==> config.mk <==
export PLATFORM = sky130hd
export DESIGN_NAME = attrser_top
export DESIGN_NICKNAME = d
export VERILOG_FILES = /design/src/rtl/attrser_pkg.sv /design/src/rtl/attrser_timing.sv /design/src/rtl/attrser_attr_buf.sv /design/src/rtl/attrser_pix.sv /design/src/rtl/attrser_top.sv
export SDC_FILE = /design/constraint.sdc
export NUM_CORES = 1
export LEC_CHECK = 0
export BUFFER_PORTS_ARGS = -buffer_cell sky130_fd_sc_hd__buf_2
export CORE_MARGIN = 2
export CORE_UTILIZATION = 50
export CTS_CLUSTER_DIAMETER = 200
export DETAILED_ROUTE_END_ITERATION = 7
export HOLD_SLACK_MARGIN = 0.03
export PLACE_DENSITY_LB_ADDON = 0.12
export RECOVER_POWER = 25
export SLEW_MARGIN = 20
export SYNTH_ARGS = -nofsm -noshare
export SYNTH_HDL_FRONTEND = slang
export SYNTH_SLANG_ARGS = --single-unit
==> constraint.sdc <==
create_clock -name clk -period 4.3 [get_ports clk]
set_input_delay 0.86 -clock clk [delete_from_list [all_inputs] [get_ports clk]]
set_output_delay 0.86 -clock clk [all_outputs]
set_load 0.01 [all_outputs]
==> src/rtl/attrser_pkg.sv <==
package attrser_pkg;

    localparam int PIX_PER_LINE = 640;
    localparam int BYTE_PIX     = 8;
    localparam int COL_W        = 7;

    typedef enum logic [1:0] {SC_X1, SC_X2, SC_X3, SC_X4} scale_e;
    typedef enum logic [1:0] {AT_NONE, AT_FULL, AT_HALF, AT_RSVD} attr_e;

    typedef struct packed {
        scale_e     scale;
        attr_e      attr;
        logic [2:0] row;
    } line_cfg_t;

    typedef struct packed {
        logic             valid;
        logic [COL_W-1:0] col;
        logic [2:0]       bitn;
    } pos_t;

    // number of whole character columns in the window
    function automatic logic [COL_W-1:0] cols_of(scale_e s);
        return COL_W'(PIX_PER_LINE / (BYTE_PIX * (int'(s) + 1)));
    endfunction

    // attributes need spare bandwidth: none at x1, code 3 means off
    function automatic attr_e eff_attr(scale_e s, attr_e a);
        if (s == SC_X1 || a == AT_RSVD) return AT_NONE;
        return a;
    endfunction

endpackage

==> src/rtl/attrser_timing.sv <==
module attrser_timing
    import attrser_pkg::*;
#(
    parameter int AW = 16,
    parameter int IW = 6
) (
    input  logic            clk,
    input  logic            rst,
    input  logic            line_start,
    input  logic            win,
    input  logic [2:0]      row_i,
    input  scale_e          scale_i,
    input  attr_e           attr_i,
    input  logic [AW-1:0]   laddr_i,
    input  logic [AW-1:0]   aaddr_i,
    output line_cfg_t       cfg_o,
    output pos_t            pos_o,
    output logic            bmp_fetch_o,
    output logic            attr_fetch_o,
    output logic [IW-1:0]   wr_ptr_o,
    output logic [AW-1:0]   addr_o
);

    line_cfg_t        cfg_q;
    logic [AW-1:0]    laddr_q, aaddr_q;
    logic [1:0]       rep_q;
    logic [2:0]       bit_q;
    logic [COL_W-1:0] col_q;
    logic [IW-1:0]    wr_ptr_q;

    logic [COL_W-1:0] ncols, bmp_char;
    logic             slot_start;

    always_ff @(posedge clk) begin
        if (rst) begin
            cfg_q.scale <= SC_X1;
            cfg_q.attr  <= AT_NONE;
            cfg_q.row   <= '0;
            laddr_q     <= '0;
            aaddr_q     <= '0;
            rep_q       <= '0;
            bit_q       <= '0;
            col_q       <= '0;
            wr_ptr_q    <= '0;
        end else if (line_start) begin
            cfg_q.scale <= scale_i;
            cfg_q.attr  <= eff_attr(scale_i, attr_i);
            cfg_q.row   <= row_i;
            laddr_q     <= laddr_i;
            aaddr_q     <= aaddr_i;
            rep_q       <= '0;
            bit_q       <= '0;
            col_q       <= '0;
            wr_ptr_q    <= '0;
        end else begin
            if (win) begin
                if (rep_q == 2'(cfg_q.scale)) begin
                    rep_q <= '0;
                    bit_q <= bit_q + 3'd1;
                    if (bit_q == 3'd7) col_q <= col_q + 1'b1;
                end else begin
                    rep_q <= rep_q + 2'd1;
                end
            end
            if (attr_fetch_o) wr_ptr_q <= wr_ptr_q + 1'b1;
        end
    end

    always_comb begin
        ncols      = cols_of(cfg_q.scale);
        slot_start = (rep_q == 2'd0) && (bit_q == 3'd0);
        bmp_char   = (cfg_q.attr == AT_NONE) ? col_q : col_q - 1'b1;

        bmp_fetch_o = win && slot_start && (col_q < ncols)
                    && ((cfg_q.attr == AT_NONE) || (col_q != '0));

        // halfway through the column: attribute for the following column
        attr_fetch_o = win && (cfg_q.attr != AT_NONE) && (cfg_q.row == 3'd0)
                     && (rep_q == 2'd0) && (bit_q == 3'd4)
                     && (col_q < ncols - 1'b1)
                     && ((cfg_q.attr == AT_FULL) || !col_q[0]);

        addr_o = attr_fetch_o ? aaddr_q + AW'(wr_ptr_q)
                              : laddr_q + AW'({bmp_char, 3'b000});

        pos_o.valid = win;
        pos_o.col   = col_q;
        pos_o.bitn  = bit_q;
        cfg_o       = cfg_q;
        wr_ptr_o    = wr_ptr_q;
    end

endmodule

==> src/rtl/attrser_attr_buf.sv <==
module attrser_attr_buf #(
    parameter int DEPTH = 40,
    parameter int DW    = 8,
    parameter int IW    = $clog2(DEPTH)
) (
    input  logic          clk,
    input  logic          we,
    input  logic [IW-1:0] widx,
    input  logic [DW-1:0] wdata,
    input  logic [IW-1:0] ridx,
    output logic [DW-1:0] rdata
);

    logic [DW-1:0] mem [DEPTH];

    always_ff @(posedge clk) begin
        if (we) mem[widx] <= wdata;
    end

    assign rdata = mem[ridx];

endmodule

==> src/rtl/attrser_pix.sv <==
module attrser_pix
    import attrser_pkg::*;
#(
    parameter int         DEPTH   = 40,
    parameter int         IW      = 6,
    parameter logic [3:0] MONO_FG = 4'h7
) (
    input  logic          clk,
    input  logic          rst,
    input  scale_e        scale_i,
    input  attr_e         attr_i,
    input  pos_t          pos_i,
    input  logic          bmp_load_i,
    input  logic [7:0]    data_i,
    input  logic [7:0]    attr_byte_i,
    output logic [IW-1:0] rd_idx_o,
    output logic [3:0]    pix_o
);

    localparam logic [COL_W-1:0] DEPTH_L = COL_W'(DEPTH);

    logic [7:0]       byte_q;
    pos_t             p1_q;
    logic [3:0]       pix_q;

    logic [COL_W-1:0] ch, ridx_full;
    logic             visible, pbit;
    logic [3:0]       colour;

    always_ff @(posedge clk) begin
        if (rst) begin
            byte_q <= '0;
            p1_q   <= '0;
            pix_q  <= '0;
        end else begin
            if (bmp_load_i) byte_q <= data_i;
            p1_q  <= pos_i;
            pix_q <= visible ? colour : 4'h0;
        end
    end

    always_comb begin
        ch        = (attr_i == AT_NONE) ? p1_q.col : p1_q.col - 1'b1;
        ridx_full = (attr_i == AT_HALF) ? (ch >> 1) : ch;
        rd_idx_o  = (ridx_full < DEPTH_L) ? ridx_full[IW-1:0] : '0;

        visible = p1_q.valid && (p1_q.col < cols_of(scale_i))
                && !((attr_i != AT_NONE) && (p1_q.col == '0));

        pbit = byte_q[~p1_q.bitn];

        unique case (attr_i)
            AT_FULL: colour = pbit ? attr_byte_i[7:4] : attr_byte_i[3:0];
            AT_HALF: colour = pbit ? (ch[0] ? attr_byte_i[3:0] : attr_byte_i[7:4])
                                   : 4'h0;
            default: colour = pbit ? MONO_FG : 4'h0;
        endcase
    end

    assign pix_o = pix_q;

endmodule

==> src/rtl/attrser_top.sv <==
module attrser_top
    import attrser_pkg::*;
#(
    parameter int         AW         = 16,
    parameter int         ATTR_DEPTH = 40,
    parameter logic [3:0] MONO_FG    = 4'h7
) (
    input  logic          clk,
    input  logic          rst,
    input  logic          line_start,
    input  logic          win,
    input  logic [2:0]    row_in_char,
    input  logic [1:0]    scale_sel,
    input  logic [1:0]    attr_sel,
    input  logic [AW-1:0] line_addr,
    input  logic [AW-1:0] attr_addr,
    output logic          fetch_req,
    output logic [AW-1:0] fetch_addr,
    input  logic [7:0]    fetch_data,
    output logic [3:0]    pix_out
);

    localparam int IW = $clog2(ATTR_DEPTH);

    line_cfg_t     cfg;
    pos_t          pos;
    logic          bmp_fetch, attr_fetch;
    logic [IW-1:0] wr_ptr, rd_idx;
    logic [7:0]    attr_byte;

    attrser_timing #(.AW(AW), .IW(IW)) u_tim (
        .clk          (clk),
        .rst          (rst),
        .line_start   (line_start),
        .win          (win),
        .row_i        (row_in_char),
        .scale_i      (scale_e'(scale_sel)),
        .attr_i       (attr_e'(attr_sel)),
        .laddr_i      (line_addr),
        .aaddr_i      (attr_addr),
        .cfg_o        (cfg),
        .pos_o        (pos),
        .bmp_fetch_o  (bmp_fetch),
        .attr_fetch_o (attr_fetch),
        .wr_ptr_o     (wr_ptr),
        .addr_o       (fetch_addr)
    );

    attrser_attr_buf #(.DEPTH(ATTR_DEPTH), .DW(8), .IW(IW)) u_buf (
        .clk   (clk),
        .we    (attr_fetch),
        .widx  (wr_ptr),
        .wdata (fetch_data),
        .ridx  (rd_idx),
        .rdata (attr_byte)
    );

    attrser_pix #(.DEPTH(ATTR_DEPTH), .IW(IW), .MONO_FG(MONO_FG)) u_pix (
        .clk         (clk),
        .rst         (rst),
        .scale_i     (cfg.scale),
        .attr_i      (cfg.attr),
        .pos_i       (pos),
        .bmp_load_i  (bmp_fetch),
        .data_i      (fetch_data),
        .attr_byte_i (attr_byte),
        .rd_idx_o    (rd_idx),
        .pix_o       (pix_out)
    );

    assign fetch_req = bmp_fetch | attr_fetch;

endmodule

======== Yosys cells after proc, flatten, opt, wreduce, memory -nomap -nowiden ========
Memory sizes are Yosys's and may differ from the RTL's.
Cells that the tools add are included.
operators by class
  reductions and logical operators ........ 30
  mux-type cells .......................... 20
  shifts and indexed selects .............. 0
  equality and inequality tests ........... 6
  add/subtract/negate cells ............... 10
  $mul .................................... 0
  bitwise operators ....................... 3
  div/mod/pow operators ................... 1
  magnitude comparators ................... 5
operators with widths
  operator                                                                       count
  11-bit by 32-bit divider with 32-bit output (first input constant)             1
  7-bit less-than comparator                                                     3
  7-bit two-way mux                                                              3
  7-bit by 1-bit subtractor with 7-bit output (second input constant)            3
  16-bit by 10-bit adder with 16-bit output                                      1
  16-bit by 6-bit adder with 16-bit output                                       1
  16-bit two-way mux                                                             1
  1-bit logical AND                                                              13
  4-bit two-way mux                                                              3
  4-bit case mux with 2 select lines                                             1
  7-bit by 1-bit adder with 7-bit output (second input constant)                 1
  7-bit zero test                                                                1
  7-bit by 6-bit less-than comparator with 1-bit output (second input constant)  1
  7-bit nonzero test                                                             1
  6-bit by 1-bit adder with 6-bit output (second input constant)                 1
  3-bit == test (second input constant)                                          2
  2-bit zero test                                                                3
  3-bit zero test                                                                2
  1-bit two-way mux                                                              6
  2-bit two-way mux                                                              3
  6-bit two-way mux                                                              1
  2-bit == test (second input constant)                                          2
  3-bit by 4-bit less-than comparator with 1-bit output (second input constant)  1
  2-bit OR reduction                                                             2
  other kinds (15)                                                               18
storage, ports and cells
  memory bits (writable) .................. 320
  bits of input ports ..................... 51
  logic and storage cells ................. 90
  bits in registers ....................... 80
  output and inout port bits .............. 21
  bits in read-only memories .............. 0
  memories kept ........................... 1
  latch bits .............................. 0
memory list
  name       words  width  rd ports  clocked after Yosys merged registers in  wr ports  RTL line                RTL
  u_buf.mem  40     8      1         0                                        1         attrser_attr_buf.sv:14  logic [DW-1:0] mem [DEPTH];

======== Depth between registers and ports, before layout ========
  word-level depth ........................ 9
  gate-level depth with buffers ........... 17
  gate-level depth less buffers ........... 15

======== By module ========
Synthesis repeated with hierarchy kept, for this count alone.
unflattened totals
  cells, all modules ...................... 1,351
  area total of the unflattened synthesis .. 18,622.9 sq um
modules (own cells, without submodules)
  module            cells an instance  area each (sq um)  times used  seq. area each (sq um)
  attrser_attr_buf  688                12,833.6           1           9,609.2
  attrser_timing    473                4,108.9            1           1,141.1
  attrser_pix       189                1,674.1            1           460.4
  attrser_top       1                  6.3                1           0.0

======== Worst setup path before layout ========
Ideal clock, no wire load.
  path type ............................... reg-to-output
  from .................................... register u_tim.cfg_q, in the netlist u_tim.cfg_o[5]
  to ...................................... output port fetch_addr[12]
  data required time ...................... 3,440 ps
  path buffers ............................ 1
  stages on the path, launching flop included .. 12
  arrival time ............................ 3,321 ps
  setup slack ............................. 119 ps
  cells stage by stage .................... dfxtp_1 inv_1 ha_1 nor3_1 nand2_1 o32ai_1 a31oi_1 o21ai_0 a21oi_1 nor4_1 buf_2 mux2i_1
on the way
  longest elaborated chain between the ends .. 7
RTL lines
  element                                      RTL line              RTL
  start, declared                              attrser_timing.sv:24  line_cfg_t cfg_q;
  2-bit by 1-bit adder with 3-bit output       attrser_pkg.sv:24     return COL_W'(PIX_PER_LINE / (BYTE_PIX * (int'(s) + 1)));
  11-bit by 32-bit divider with 32-bit output  attrser_pkg.sv:24
  7-bit by 1-bit subtractor with 7-bit output  attrser_timing.sv:80  && (col_q < ncols - 1'b1)
  7-bit less-than comparator                   attrser_timing.sv:80
  1-bit logical AND                            attrser_timing.sv:80
  1-bit logical AND                            attrser_timing.sv:81  && ((cfg_q.attr == AT_FULL) || !col_q[0]);
  16-bit two-way mux                           attrser_timing.sv:83  addr_o = attr_fetch_o ? aaddr_q + AW'(wr_ptr_q)
  end, declared                                attrser_top.sv:18     output logic [AW-1:0] fetch_addr,
No other way between the ends.

======== Worst setup path in the final report ========
  from .................................... register u_tim.cfg_q, in the netlist u_tim.cfg_o[5]
  to ...................................... output port fetch_addr[9]
Same word-level chain as after synthesis.

==> qor.yml <==
switching_share_pct: 25.9
grt_antenna_before_repair: 3
rrSetupSlack_ns: 0.17
cpPeakStageDelay_ns: 0.42
finalSetupViolations: 0
endpoint_kind: "primary output"
required_ns: 3.44
grt.total_usage_pct: 27.5
share_comb_of_total_power_pct: 13.7
total_switching_power_w: 0.00230
status: "finished, violations left"
chipHeight_um: 196
floorplan.die_area_sq_um: 38400
synth_enable_flop_cells: 320
max-cap-violations: 7
post_route_cells_drive_above_1_share_pct: 18.5
post_drt_via_cell_ratio: 6.04
clockPowerShare_pct: 38.5
cts.root.buffer_cell: "clkbuf_16"
start_util_pct: 50.5
final_min_period_over_clock_period_pct: 98.0
cts_inserted_buffers: 43
dominantRegCellSynth: "edfxtp_1"
achievable-frequency_mhz: 237
max-clock-path-buffers: 3
postSynthRegisterBits: 400
worst-path-max-fanout: 8
synth.lib_cells_used.distinct: 87
placementRows: 70
num_vias: 13100
fin_nets: 1770
p_leak_nw: 7.75
floorplan.io_pins: 72
synthAdderAreaFrac_pct: 3.62
slew_headroom_pct: -79.5
synthesis.area_per_instance_sq_um: 12.2
place_congestion: 0.911
critPathKind: "reg -> out"
io_buffer_count: 71
p_int_w: 0.00657
layout_fillers: 2991
starting_drc_count_in_detailed_routing: 1306
synth_simple_gate_area_share_pct: 11.9
min-delay-path-class: "reg -> reg"
fin_skew_ns: 0.0211
power.ir.vdd_worst_mv: 0.300
drt_wl_total_mm: 52.8
grt_start_max_net_pins: 60
yosysWarnings: 0
yosys-mux-area-fraction_pct: 5.98
violations_in_the_final_reports: "antenna violations, max-capacitance violations, max-slew violations"
placed_cell_area_sq_um: 19800
syn-instance-count: 1512
yosys.area_share.xor_xnor_pct: 2.43
htree_levels: 2
clock_insertion_delay_worst_skew_ns: 0.57
synthToLayoutAreaGrowth_pct: 16.3
p_seq_share_pct: 47.7
layout.cells.most_common_list: "320 x edfxtp_1, 165 x nand2_1, 154 x nor2_1"
die_w_um: 196
overflow: 0
cpMaxStageDelayCell: "dfxtp_4"
vias_in_the_first_global_route: 12600
mostFrequentLayoutCell: "edfxtp_1"
synth-seq-area-share_pct: 60.9
cts.clk_slew.worst_paths_ns: 0.06
final_area_sq_um: 21400
timing_worst_slew_pin_value_ns: 2.69
detail_route.drc_violations: 0
critPathLaunchType: "flop"
timing.critical_path.arrival_ns: 3.35
grt_first_pass_wirelength_mm: 78.2
post_drt_wl_per_cell_um: 24.3
first_pass_iteration_count_of_the_detailed_router: 6
tritoncts_clock_tree: "built"
dpl.hpwl_mm: 35.6
power.density_nw_per_um2: 414
core_area_sq_um: 36400
timing.critical_path.buf_inv: 4
critPathTopFamily: "compound AO/OA/AOI/OAI gates"
tns_ns: 0
synthArstFlopShare_pct: 0
tritoncts_num_sinks: 400
final_count_of_pins_violating_max_slew: 317
mapped_cell_area_sq_um: 18400
postRouteAntennaNets: 1
fin_crit_ns: 4.21
synth_top_family_by_area: "compound AO/OA/AOI/OAI gates"
worstPathCellList: "ha_4, inv_2, ha_2, nor3_2, nand2_1, o32ai_2, a31oi_1, o21ai_1, a21oi_4, nor4_4, buf_4, buf_6, mux2i_1, buf_2"
syn_nets: 1615
report.final.hold_viol_count: 0
synth_compound_area_share_pct: 12.4
[logic make-up (layout without fill, tap and decap cells)]
family,Yosys count,after routing
flops,400,400
buf+inv,117,305
compound gates,313,313
mux,102,102
fa+ha+maj,52,52
xor+xnor,51,51
other cells,0,6
simple gates,477,477
[cell usage after synthesis, types with 9 or more instances]
cell | count | area, sq um
a21o_1 | 9 | 67.6
nand4_1 | 20 | 125
a221o_1 | 12 | 120
mux2_2 | 11 | 124
ha_1 | 50 | 626
buf_1 | 10 | 37.5
inv_1 | 40 | 150
o21a_1 | 9 | 67.6
nor2_1 | 156 | 586
o21ai_0 | 26 | 130
nand3_1 | 32 | 160
o21ai_1 | 10 | 50.1
o2111ai_1 | 13 | 114
o22ai_1 | 15 | 93.8
a21oi_1 | 70 | 350
a211oi_1 | 12 | 90.1
mux2i_1 | 84 | 841
a221oi_1 | 11 | 96.3
buf_2 | 18 | 90.1
xor2_1 | 22 | 193
dfxtp_1 | 80 | 1600
nand2_1 | 165 | 619
a311oi_1 | 10 | 87.6
nor3_1 | 18 | 90.1
a31oi_1 | 9 | 56.3
nand2b_1 | 10 | 62.6
nor2b_1 | 15 | 93.8
clkbuf_1 | 43 | 161
and3_1 | 12 | 75.1
xnor2_1 | 29 | 254
a22oi_1 | 19 | 143
o221ai_1 | 11 | 96.3
edfxtp_1 | 320 | 9610
[worst min-delay path, cell delays in order, from the launching register on]
cell	delay, ns
dfxtp_1	0.32
mux2i_1	0.06
nor2_1	0.07
[power groups by stage]
stage	Clock [W]	Combinational, W	Sequential, W
2_1_floorplan	0	0.000709	0.00430
3_3_place_gp	0	0.00116	0.00431
3_5_place_dp	0	0.00117	0.00431
4_1_cts	0.00346	0.00118	0.00423
5_1_grt	0.00361	0.00130	0.00423
6_report	0.00342	0.00122	0.00423
[state kept, by name, indices dropped and copies added (netlist names)]
| name | cells |
|---|---|
| u_pix.pix_o | 4 |
| u_buf.mem | 320 |
| u_tim.aaddr_q | 16 |
| u_tim.wr_ptr_o | 6 |
| u_tim.laddr_q | 16 |
| u_pix.p1_q | 11 |
| u_tim.rep_q | 2 |
| u_pix.byte_q | 8 |
| u_tim.col_q | 7 |
| u_tim.bit_q | 3 |
| u_tim.cfg_o | 7 |
[worst paths after layout]
kind | from | to | cells after the start
max reg2reg | u_tim.cfg_o[3] | u_pix.pix_o[1] | 13
max | u_tim.cfg_o[5] | fetch_addr[9] | 14
min | u_tim.aaddr_q[14] | u_tim.aaddr_q[14] | 2
min reg2reg | u_tim.aaddr_q[14] | u_tim.aaddr_q[14] | 2
[metal layers]
layer | up-vias | global-route usage [%] | part of all wire, %
met4 | 4 | 11.1 | 3.9
met5 | - | 0 | 0.049
met2 | 536 | 41.8 | 45
met1 | 6426 | 38.2 | 43
met3 | 135 | 6.52 | 8.6
li1 | 6033 | - | -
[per-stage QoR]
step / hold slack, ns / total power [W] / std cells / utilization, % / worst slack (ns)
global placement: 0.474 / 0.00547 / 2074 / 54.4 / 0.171
CTS: 0.497 / 0.00887 / 2156 / 58.2 / 0.0105
global route: 0.527 / 0.00914 / 2168 / 58.7 / -0.0182
finish: 0.490 / 0.00887 / 2174 / 58.8 / 0.0860
detailed placement: 0.483 / 0.00548 / 2074 / 54.4 / 0.0680
floorplan: 0.450 / 0.00501 / 1512 / - / 0.119
[timing repair]
item                                    4_1_cts  5_1_grt
setup buffers                                 3       11
gates cloned                                  1        1
pin swaps                                     2       13
hold buffers                                  0        0
gates resized for setup                      21       29
endpoints found under the setup margin       16       18
endpoints found under the hold margin         0        0
[final cells by class]
| cell class | count | area (sq um) | area share, % |
|---|---|---|---|
| Clock inverter | 19 | 131 | 0.614 |
| Clock buffer | 59 | 1140 | 5.31 |
| Multi-Input combinational cell | 995 | 6870 | 32.1 |
| Sequential cell | 400 | 11200 | 52.4 |
| Antenna cell | 6 | 15.0 | 0.0701 |
| Tap cell | 468 | 586 | 2.74 |
| Timing Repair Buffer | 187 | 1300 | 6.05 |
| Inverter | 40 | 154 | 0.719 |
(Power assumes the default switching activity.)
